==> config.mk <==
export PLATFORM = sky130hd
export DESIGN_NAME = gpio_port_ctrl
export DESIGN_NICKNAME = d
export VERILOG_FILES = /design/src/rtl/gpio_port_pkg.sv /design/src/rtl/gpio_addr_decode.sv /design/src/rtl/gpio_sync.sv /design/src/rtl/gpio_bank.sv /design/src/rtl/gpio_port_ctrl.sv
export SDC_FILE = /design/constraint.sdc
export NUM_CORES = 1
export LEC_CHECK = 0
export ABC_CLOCK_PERIOD_IN_PS = 12500
export BUFFER_PORTS_ARGS = -buffer_cell sky130_fd_sc_hd__buf_2
export CORE_ASPECT_RATIO = 0.7
export CORE_MARGIN = 1.5
export CORE_UTILIZATION = 30
export DETAILED_ROUTE_END_ITERATION = 6
export PLACE_DENSITY = 0.58
export SETUP_SLACK_MARGIN = 0.5
export SLEW_MARGIN = 20
export SYNTH_ARGS = -nofsm -noshare
export SYNTH_HDL_FRONTEND = slang
export SYNTH_SLANG_ARGS = --single-unit
==> constraint.sdc <==
create_clock -name clk -period 12.5 [get_ports clk]
set_clock_uncertainty 0.1 [all_clocks]
set_input_delay 1.875 -clock clk [delete_from_list [all_inputs] [get_ports clk]]
set_output_delay 1.875 -clock clk [all_outputs]
set_load 0.05 [all_outputs]
==> src/rtl/gpio_port_pkg.sv <==
package gpio_port_pkg;
  localparam int unsigned WORDS_PER_BANK = 5;

  // word index inside a bank equals the offset divided by 4
  typedef enum logic [2:0] {
    K_DIR  = 3'd0,
    K_OUT  = 3'd1,
    K_SET  = 3'd2,
    K_CLR  = 3'd3,
    K_IN   = 3'd4,
    K_NONE = 3'd7
  } reg_kind_e;
endpackage

==> src/rtl/gpio_addr_decode.sv <==
module gpio_addr_decode
  import gpio_port_pkg::*;
#(
  parameter int unsigned ADDR_W    = 8,
  parameter int unsigned NUM_BANKS = 5,
  parameter int unsigned BASE      = 16,
  parameter int unsigned STRIDE    = 40
) (
  input  logic [ADDR_W-1:0]    addr,
  output logic [NUM_BANKS-1:0] bank_hit,
  output reg_kind_e            kind
);
  localparam logic [ADDR_W-1:0] SPAN = ADDR_W'(WORDS_PER_BANK * 4);

  logic [2:0] word_idx [NUM_BANKS];

  for (genvar b = 0; b < NUM_BANKS; b++) begin : g_cmp
    localparam logic [ADDR_W-1:0] LO = ADDR_W'(BASE + b * STRIDE);
    logic [ADDR_W-1:0] rel;
    assign rel         = addr - LO;
    assign bank_hit[b] = (addr >= LO) && (rel < SPAN) && (rel[1:0] == 2'b00);
    assign word_idx[b] = rel[4:2];
  end

  always_comb begin
    kind = K_NONE;
    for (int b = 0; b < NUM_BANKS; b++) begin
      if (bank_hit[b]) kind = reg_kind_e'(word_idx[b]);
    end
  end
endmodule

==> src/rtl/gpio_sync.sv <==
module gpio_sync #(
  parameter int unsigned W      = 32,
  parameter int unsigned STAGES = 2
) (
  input  logic         clk,
  input  logic         rst_n,
  input  logic [W-1:0] d,
  output logic [W-1:0] q
);
  logic [W-1:0] stage [STAGES];

  for (genvar s = 0; s < STAGES; s++) begin : g_st
    if (s == 0) begin : g_first
      always_ff @(posedge clk or negedge rst_n) begin
        if (!rst_n) stage[s] <= '0;
        else        stage[s] <= d;
      end
    end else begin : g_next
      always_ff @(posedge clk or negedge rst_n) begin
        if (!rst_n) stage[s] <= '0;
        else        stage[s] <= stage[s-1];
      end
    end
  end

  assign q = stage[STAGES-1];
endmodule

==> src/rtl/gpio_bank.sv <==
module gpio_bank
  import gpio_port_pkg::*;
#(
  parameter int unsigned W           = 32,
  parameter int unsigned SYNC_STAGES = 2
) (
  input  logic         clk,
  input  logic         rst_n,
  input  logic         sel,
  input  logic         we,
  input  reg_kind_e    kind,
  input  logic [W-1:0] wdata,
  input  logic [W-1:0] pins,
  output logic [W-1:0] dir_q,
  output logic [W-1:0] out_q,
  output logic [W-1:0] in_q
);
  always_ff @(posedge clk or negedge rst_n) begin
    if (!rst_n) begin
      dir_q <= '1;
      out_q <= '0;
    end else if (sel && we) begin
      case (kind)
        K_DIR:   dir_q <= wdata;
        K_OUT:   out_q <= wdata;
        K_SET:   out_q <= out_q | wdata;
        K_CLR:   out_q <= out_q & ~wdata;
        default: ;
      endcase
    end
  end

  gpio_sync #(.W(W), .STAGES(SYNC_STAGES)) u_sync (
    .clk  (clk),
    .rst_n(rst_n),
    .d    (pins),
    .q    (in_q)
  );
endmodule

==> src/rtl/gpio_port_ctrl.sv <==
module gpio_port_ctrl
  import gpio_port_pkg::*;
#(
  parameter int unsigned NUM_BANKS   = 5,
  parameter int unsigned DATA_W      = 32,
  parameter int unsigned ADDR_W      = 8,
  parameter int unsigned BASE        = 16,
  parameter int unsigned STRIDE      = 40,
  parameter int unsigned SYNC_STAGES = 2,
  localparam int unsigned NPINS      = NUM_BANKS * DATA_W
) (
  input  logic              clk,
  input  logic              rst_n,
  input  logic [ADDR_W-1:0] bus_addr,
  input  logic              bus_we,
  input  logic [DATA_W-1:0] bus_wdata,
  output logic [DATA_W-1:0] bus_rdata,
  input  logic [NPINS-1:0]  pin_in,
  output logic [NPINS-1:0]  pin_out,
  output logic [NPINS-1:0]  pin_oe
);
  logic [NUM_BANKS-1:0] hit;
  reg_kind_e            kind;
  logic [DATA_W-1:0]    dir_w [NUM_BANKS];
  logic [DATA_W-1:0]    out_w [NUM_BANKS];
  logic [DATA_W-1:0]    in_w  [NUM_BANKS];

  gpio_addr_decode #(
    .ADDR_W(ADDR_W), .NUM_BANKS(NUM_BANKS), .BASE(BASE), .STRIDE(STRIDE)
  ) u_dec (
    .addr    (bus_addr),
    .bank_hit(hit),
    .kind    (kind)
  );

  for (genvar b = 0; b < NUM_BANKS; b++) begin : g_bank
    gpio_bank #(.W(DATA_W), .SYNC_STAGES(SYNC_STAGES)) u_bank (
      .clk  (clk),
      .rst_n(rst_n),
      .sel  (hit[b]),
      .we   (bus_we),
      .kind (kind),
      .wdata(bus_wdata),
      .pins (pin_in[b*DATA_W +: DATA_W]),
      .dir_q(dir_w[b]),
      .out_q(out_w[b]),
      .in_q (in_w[b])
    );
    assign pin_out[b*DATA_W +: DATA_W] = out_w[b];
    assign pin_oe[b*DATA_W +: DATA_W]  = ~dir_w[b];
  end

  always_comb begin
    bus_rdata = '0;
    for (int b = 0; b < NUM_BANKS; b++) begin
      if (hit[b]) begin
        case (kind)
          K_DIR:                  bus_rdata = dir_w[b];
          K_OUT, K_SET, K_CLR:    bus_rdata = out_w[b];
          K_IN:                   bus_rdata = in_w[b];
          default:                bus_rdata = '0;
        endcase
      end
    end
  end
endmodule

After elaboration in Yosys (flattened, before gate mapping). Index checks and enable logic that the tools add are counted.

Input port bits: 203. Word-level logic and storage cells: 108. Output and inout bits: 352. Register bits after elaboration: 640.

Reduce and logical (&&, ||, !) cells: 33. Equality and inequality tests: 4. $lt $le $gt $ge: 10. Add/sub/neg operators: 5. Multiplexer cells: 20. Bitwise operators: 16.

Operator list (count): 32-bit case mux with 3 select lines (10); 32-bit inverter (6); 32-bit AND (5); 32-bit 2-to-1 mux (5); 32-bit bitwise OR (5); 8-bit by 5-bit < comparator with 1-bit output (second input constant) (5); 2-bit AND reduction (10); 8-bit greater-or-equal comparator (second input constant) (2); 8-bit subtractor (second input constant) (2); 1-bit logical AND (15); 3-bit 2-to-1 mux (5); 2-bit zero test (5); 8-bit by 5-bit greater-or-equal comparator with 1-bit output (second input constant) (1); 8-bit by 6-bit greater-or-equal comparator with 1-bit output (second input constant) (1); 8-bit by 7-bit greater-or-equal comparator with 1-bit output (second input constant) (1); 8-bit by 5-bit subtractor with 8-bit output (second input constant) (1); 8-bit by 6-bit subtractor with 8-bit output (second input constant) (1); 8-bit by 7-bit subtractor with 8-bit output (second input constant) (1); 3-bit by 2-bit equality test with 1-bit output (second input constant) (2); 3-bit by 1-bit equality test with 1-bit output (second input constant) (1); 3-bit equality test (second input constant) (1); 3-bit zero test (1); 3-bit nonzero test (1); 3-bit OR reduction (1).

Depth between registers and ports, before layout.
Word-level depth: 17. Depth in mapped cells: 14. Mapped depth without buffers: 11.

Cells and area by module. From an unflattened synthesis, not the netlist that was laid out.

Cell total of the unflattened synthesis: 2580. Area, all modules: 29243.0 um^2.

Modules (own cells, without submodules): gpio_bank (seq. area each 1641.6 um^2, cells an instance 246, area each 2969.1 um^2, times used 5); gpio_sync (seq. area each 1601.5 um^2, cells an instance 96, area each 1841.8 um^2, times used 5); gpio_port_ctrl (seq. area each 0.0 um^2, cells an instance 799, area each 4672.0 um^2, times used 1); gpio_addr_decode (seq. area each 0.0 um^2, cells an instance 71, area each 516.7 um^2, times used 1).

Worst setup path before layout. Ideal clock, no wire load.

Path kind: input port to output port. Start: input bus_addr[4]. End: output bus_rdata[23]. Required time: 10.525 ns. Cell stages on the path: 12. Path buffers: 2. Setup slack: 3.715 ns. Arrival: 6.810 ns. Cells stage by stage: inv_1 -> ha_1 -> or4b_4 -> a221oi_4 -> a31oi_1 -> a41oi_2 -> nand4_1 -> clkbuf_1 -> clkbuf_1 -> a21oi_1 -> a211oi_1 -> a2111oi_0.

Word-level cells in the longest chain between the ends: 17. Elaborated cells between the ends (all ways): 46. Classes of those cells: 5 x add/sub; 10 x order compare; 4 x eq/ne; 15 x mux; 12 x reduce/logical.

Ends and longest elaborated chain: from (decl) (line gpio_port_ctrl.sv:14) `input logic [ADDR_W-1:0] bus_addr,`; 8-bit by 5-bit subtractor with 8-bit output (line gpio_addr_decode.sv:20) `assign rel = addr - LO;`; 8-bit by 5-bit < comparator with 1-bit output (line gpio_addr_decode.sv:21) `assign bank_hit[b] = (addr >= LO) && (rel < SPAN) && (rel[1:0] == 2'b00);`; 1-bit logical AND (2 in series) (line gpio_addr_decode.sv:21); 3-bit 2-to-1 mux (5 in series) (line gpio_addr_decode.sv:28) `if (bank_hit[b]) kind = reg_kind_e'(word_idx[b]);`; 3-bit by 1-bit equality test with 1-bit output or 3-bit by 2-bit equality test with 1-bit output (tied branches) (line gpio_port_ctrl.sv:57) `case (kind)`; 3-bit OR reduction (line gpio_port_ctrl.sv:57); 32-bit case mux with 3 select lines (line gpio_port_ctrl.sv:57); 32-bit 2-to-1 mux (4 in series) (line gpio_port_ctrl.sv:56) `if (hit[b]) begin`; 32-bit 2-to-1 mux (*) (line gpio_port_ctrl.sv:56); to (decl) (line gpio_port_ctrl.sv:17) `output logic [DATA_W-1:0] bus_rdata,`.

Every way passes the cells marked *; elsewhere a longest branch is shown, timed or not.

Worst setup path after layout.
Start: input bus_addr[4]. End: output bus_rdata[13].

Same word-level chain as after synthesis.

==> flow_summary.json <==
{
  "synth_area_leaders": "dfrtp_1, dfstp_2, mux2_2",
  "routedLengthMet1_um": 45490,
  "reg2reg_from": "g_bank[2].u_bank.out_q[30]",
  "switchingPower_mw": 1.151,
  "async_flop_share_pct": 100.0,
  "report.final.setup_viol": 0,
  "grt_pass1_wl_um": 141000,
  "synth-warning-count": 0,
  "start_util_pct": 30.30,
  "hp-class": "reg2reg",
  "syn_inst": 2125,
  "areaGrowthSynthToFinish_pct": 25.12,
  "fp.dieH_um": 247.0,
  "synth_edf_count": 0,
  "clkPwrFrac_pct": 46.5,
  "synth_top_area_share_pct": 47.09,
  "clock-sinks": 640,
  "final_cell_mix": "buf_2, dfrtp_1, o21ai_0",
  "grt_max_degree": 158,
  "top_layer": "met5",
  "slew_headroom_pct": 18.58,
  "critPathCaptureType": "output pin",
  "worstPathMaxFanout": 32,
  "status": "complete, no violations",
  "final_area_sq_mm": 0.03192,
  "max_freq_ghz": 0.1042,
  "cts_buffers": 67,
  "tightest_slew_ps": 1221,
  "dr.pass1.iters": 5,
  "via_per_inst": 5.223,
  "wl_um": 100300,
  "fin_nets": 2837,
  "ctsResizeCount": 0,
  "grt_pass1_vias": 19163,
  "cts_tree": "yes",
  "crit_type": "in2out",
  "required_ps": 10520,
  "drive_gt1_share_pct": 38.78,
  "swShare_pct": 24.90,
  "synth_area_sq_mm": 0.02551,
  "synth_nets": 2338,
  "met2_wirelength_um": 44460,
  "placed_area_sq_mm": 0.02954,
  "total_power_mw": 4.621,
  "track_usage_pct": 22.58,
  "p_per_area_mw_per_mm2": 144.8,
  "slowest_stage": "or4b_4",
  "cp_data_arrival_time_ps": 7620,
  "comb_power_share_pct": 6.4,
  "antenna_found_initial": 9,
  "crit_path_frequent_cell": "buf_4",
  "reg2reg_depth": 1,
  "finalSetupTns_ps": 0,
  "clk_pin_slew_ps": 60,
  "p_int_mw": 3.470,
  "routabilityCongestion": 0.8343,
  "cts_root_buf": "clkbuf_16",
  "htree_levels": 3,
  "max_stage_delay_ps": 560,
  "drtIter0Drc": 1830,
  "synth-seq-cells": 640,
  "detail_route.wl_per_cell_um": 26.26,
  "hold_buffers": 0,
  "whs_path_depth": 0,
  "slew_violations": 0,
  "ios": 555,
  "hold_viol": 0,
  "cts_setup_buffers": 0,
  "ys_types": 60,
  "worstHoldStart": "g_bank[3].u_bank.u_sync.stage[52]",
  "num_rows": 89,
  "seq_area_frac_synth_pct": 63.57,
  "avgSynthCellArea_sq_um": 12.00,
  "portBuffers": 554,
  "die_x_um": 351.5,
  "min_to": "g_bank[3].u_bank.u_sync.q[20]",
  "layout_commonest_cell": "buf_2",
  "cp.depth": 17,
  "p_leak_nw": 14.27,
  "crit_family": "buffers and inverters",
  "insertion_delay_ps": 620,
  "grt_overflow": 0,
  "clk_path_buf_depth": 3,
  "hpwlAfterDp_um": 66620,
  "seqPwrFrac_pct": 47.1,
  "regToRegSetupSlack_ps": 11590,
  "cp_num_buf_inv": 7,
  "core_area_sq_mm": 0.08419,
  "r2r-end": "g_bank[2].u_bank.out_q[30]",
  "drtAntennaViolNets": 0,
  "rsz0062_at_grt": "false",
  "synth_ff_type": "dfrtp_1",
  "synth_top_cell_by_area": "dfrtp_1",
  "vdd_drop_max_uv": 97.93,
  "fill_cells": 8323,
  "crit_path_start_kind": "input pin",
  "path_cells": "buf_2 -> inv_1 -> ha_1 -> or4b_4 -> a221oi_4 -> buf_4 -> a31oi_4 -> buf_4 -> a41oi_2 -> and4_2 -> buf_4 -> nand2_2 -> buf_4 -> o21ai_0 -> a21oi_1 -> a211oi_1 -> buf_2",
  "cap_violations": 0,
  "drc": 0,
  "fin_crit_ps": 9600,
  "wl_met3_um": 7951,
  "die_area_sq_mm": 0.08682,
  "fin_crit_sh_pct": 76.80,
  "via_count": 19950
}
per-layer routing:
layer / global-route usage [%] / vias to the layer above
li1: - / 8514
met1: 33.06 / 10371
met2: 33.54 / 907
met3: 4.686 / 154
met4: 6.326 / 4
met5: 0 / -
cell families after synthesis:
family / after synthesis / synth area share, %
AND/OR/NAND/NOR: 263 / 4.292
adder cells (fa/ha/maj): 10 / 0.4905
multiplexers: 203 / 8.770
buffers and inverters: 334 / 5.194
XOR/XNOR: 5 / 0.1717
AO/OA/AOI/OAI: 670 / 17.52
flip-flops: 640 / 63.57
stage by stage:
step / hold slack, ps / utilization (%) / cells / setup WS (ps)
6_report: 240.4 / 37.91 / 3820 / 2900
5_1_grt: 241.9 / 37.91 / 3819 / 2718
3_5_place_dp: 234.7 / 35.09 / 3691 / 2890
2_1_floorplan: 231.2 / - / 2125 / 3715
4_1_cts: 235.3 / 37.88 / 3815 / 2886
3_3_place_gp: 231.7 / 35.09 / 3691 / 3013
cells in the mapped netlist, drive strengths merged, types with 3 or more instances:
cell and instances:
o21ai 235, nand2 109, o22ai 32, a21oi 131
a222oi 23, ha 10, o21a 4, nand3 6
dfstp 160, o211ai 4, xnor2 4, nand3b 3
o221ai 31, o211a 18, inv 165, nand4 3
clkbuf 116, mux2 164, buf 53, a221oi 14
nor2 115, and3 3, o22a 8, dfrtp 480
a211oi 25, nor3 10, a2111oi 3, a22o 128
mux2i 39
flip-flops by register name, summed over array words and instances, names as in the netlist:
| register | count |
|---|---|
| g_bank.u_bank.dir_q | 160 |
| g_bank.u_bank.u_sync.stage | 160 |
| g_bank.u_bank.u_sync.q | 160 |
| g_bank.u_bank.out_q | 160 |
final cells by class:
class | instances | area (sq um) | share of cell area (%)
repair buffers | 599 | 3153 | 9.879
clock buffers | 91 | 1949 | 6.108
clock inverters | 33 | 400.4 | 1.254
well taps | 1137 | 1423 | 4.457
diodes | 4 | 10.01 | 0.03136
flip-flops and latches | 640 | 16220 | 50.81
multi-input cells | 1151 | 8147 | 25.52
inverters | 165 | 619.3 | 1.940
worst max-delay path by stage:
stage                 from             to  slack, ps
2_1_floorplan  bus_addr[4]  bus_rdata[23]       3710
3_3_place_gp   bus_addr[5]  bus_rdata[13]       3010
3_5_place_dp   bus_addr[4]  bus_rdata[13]       2890
4_1_cts        bus_addr[4]  bus_rdata[13]       2890
5_1_grt        bus_addr[4]  bus_rdata[13]       2720
6_report       bus_addr[4]  bus_rdata[13]       2900
power groups by stage:
stage	clock network, mW	logic [mW]	registers (mW)
3_5_place_dp	0	0.298	2.21
6_report	2.15	0.297	2.18
2_1_floorplan	0	0.0919	2.25
3_3_place_gp	0	0.297	2.21
5_1_grt	2.27	0.320	2.18
4_1_cts	2.19	0.299	2.18
(Power assumes the default switching activity.)
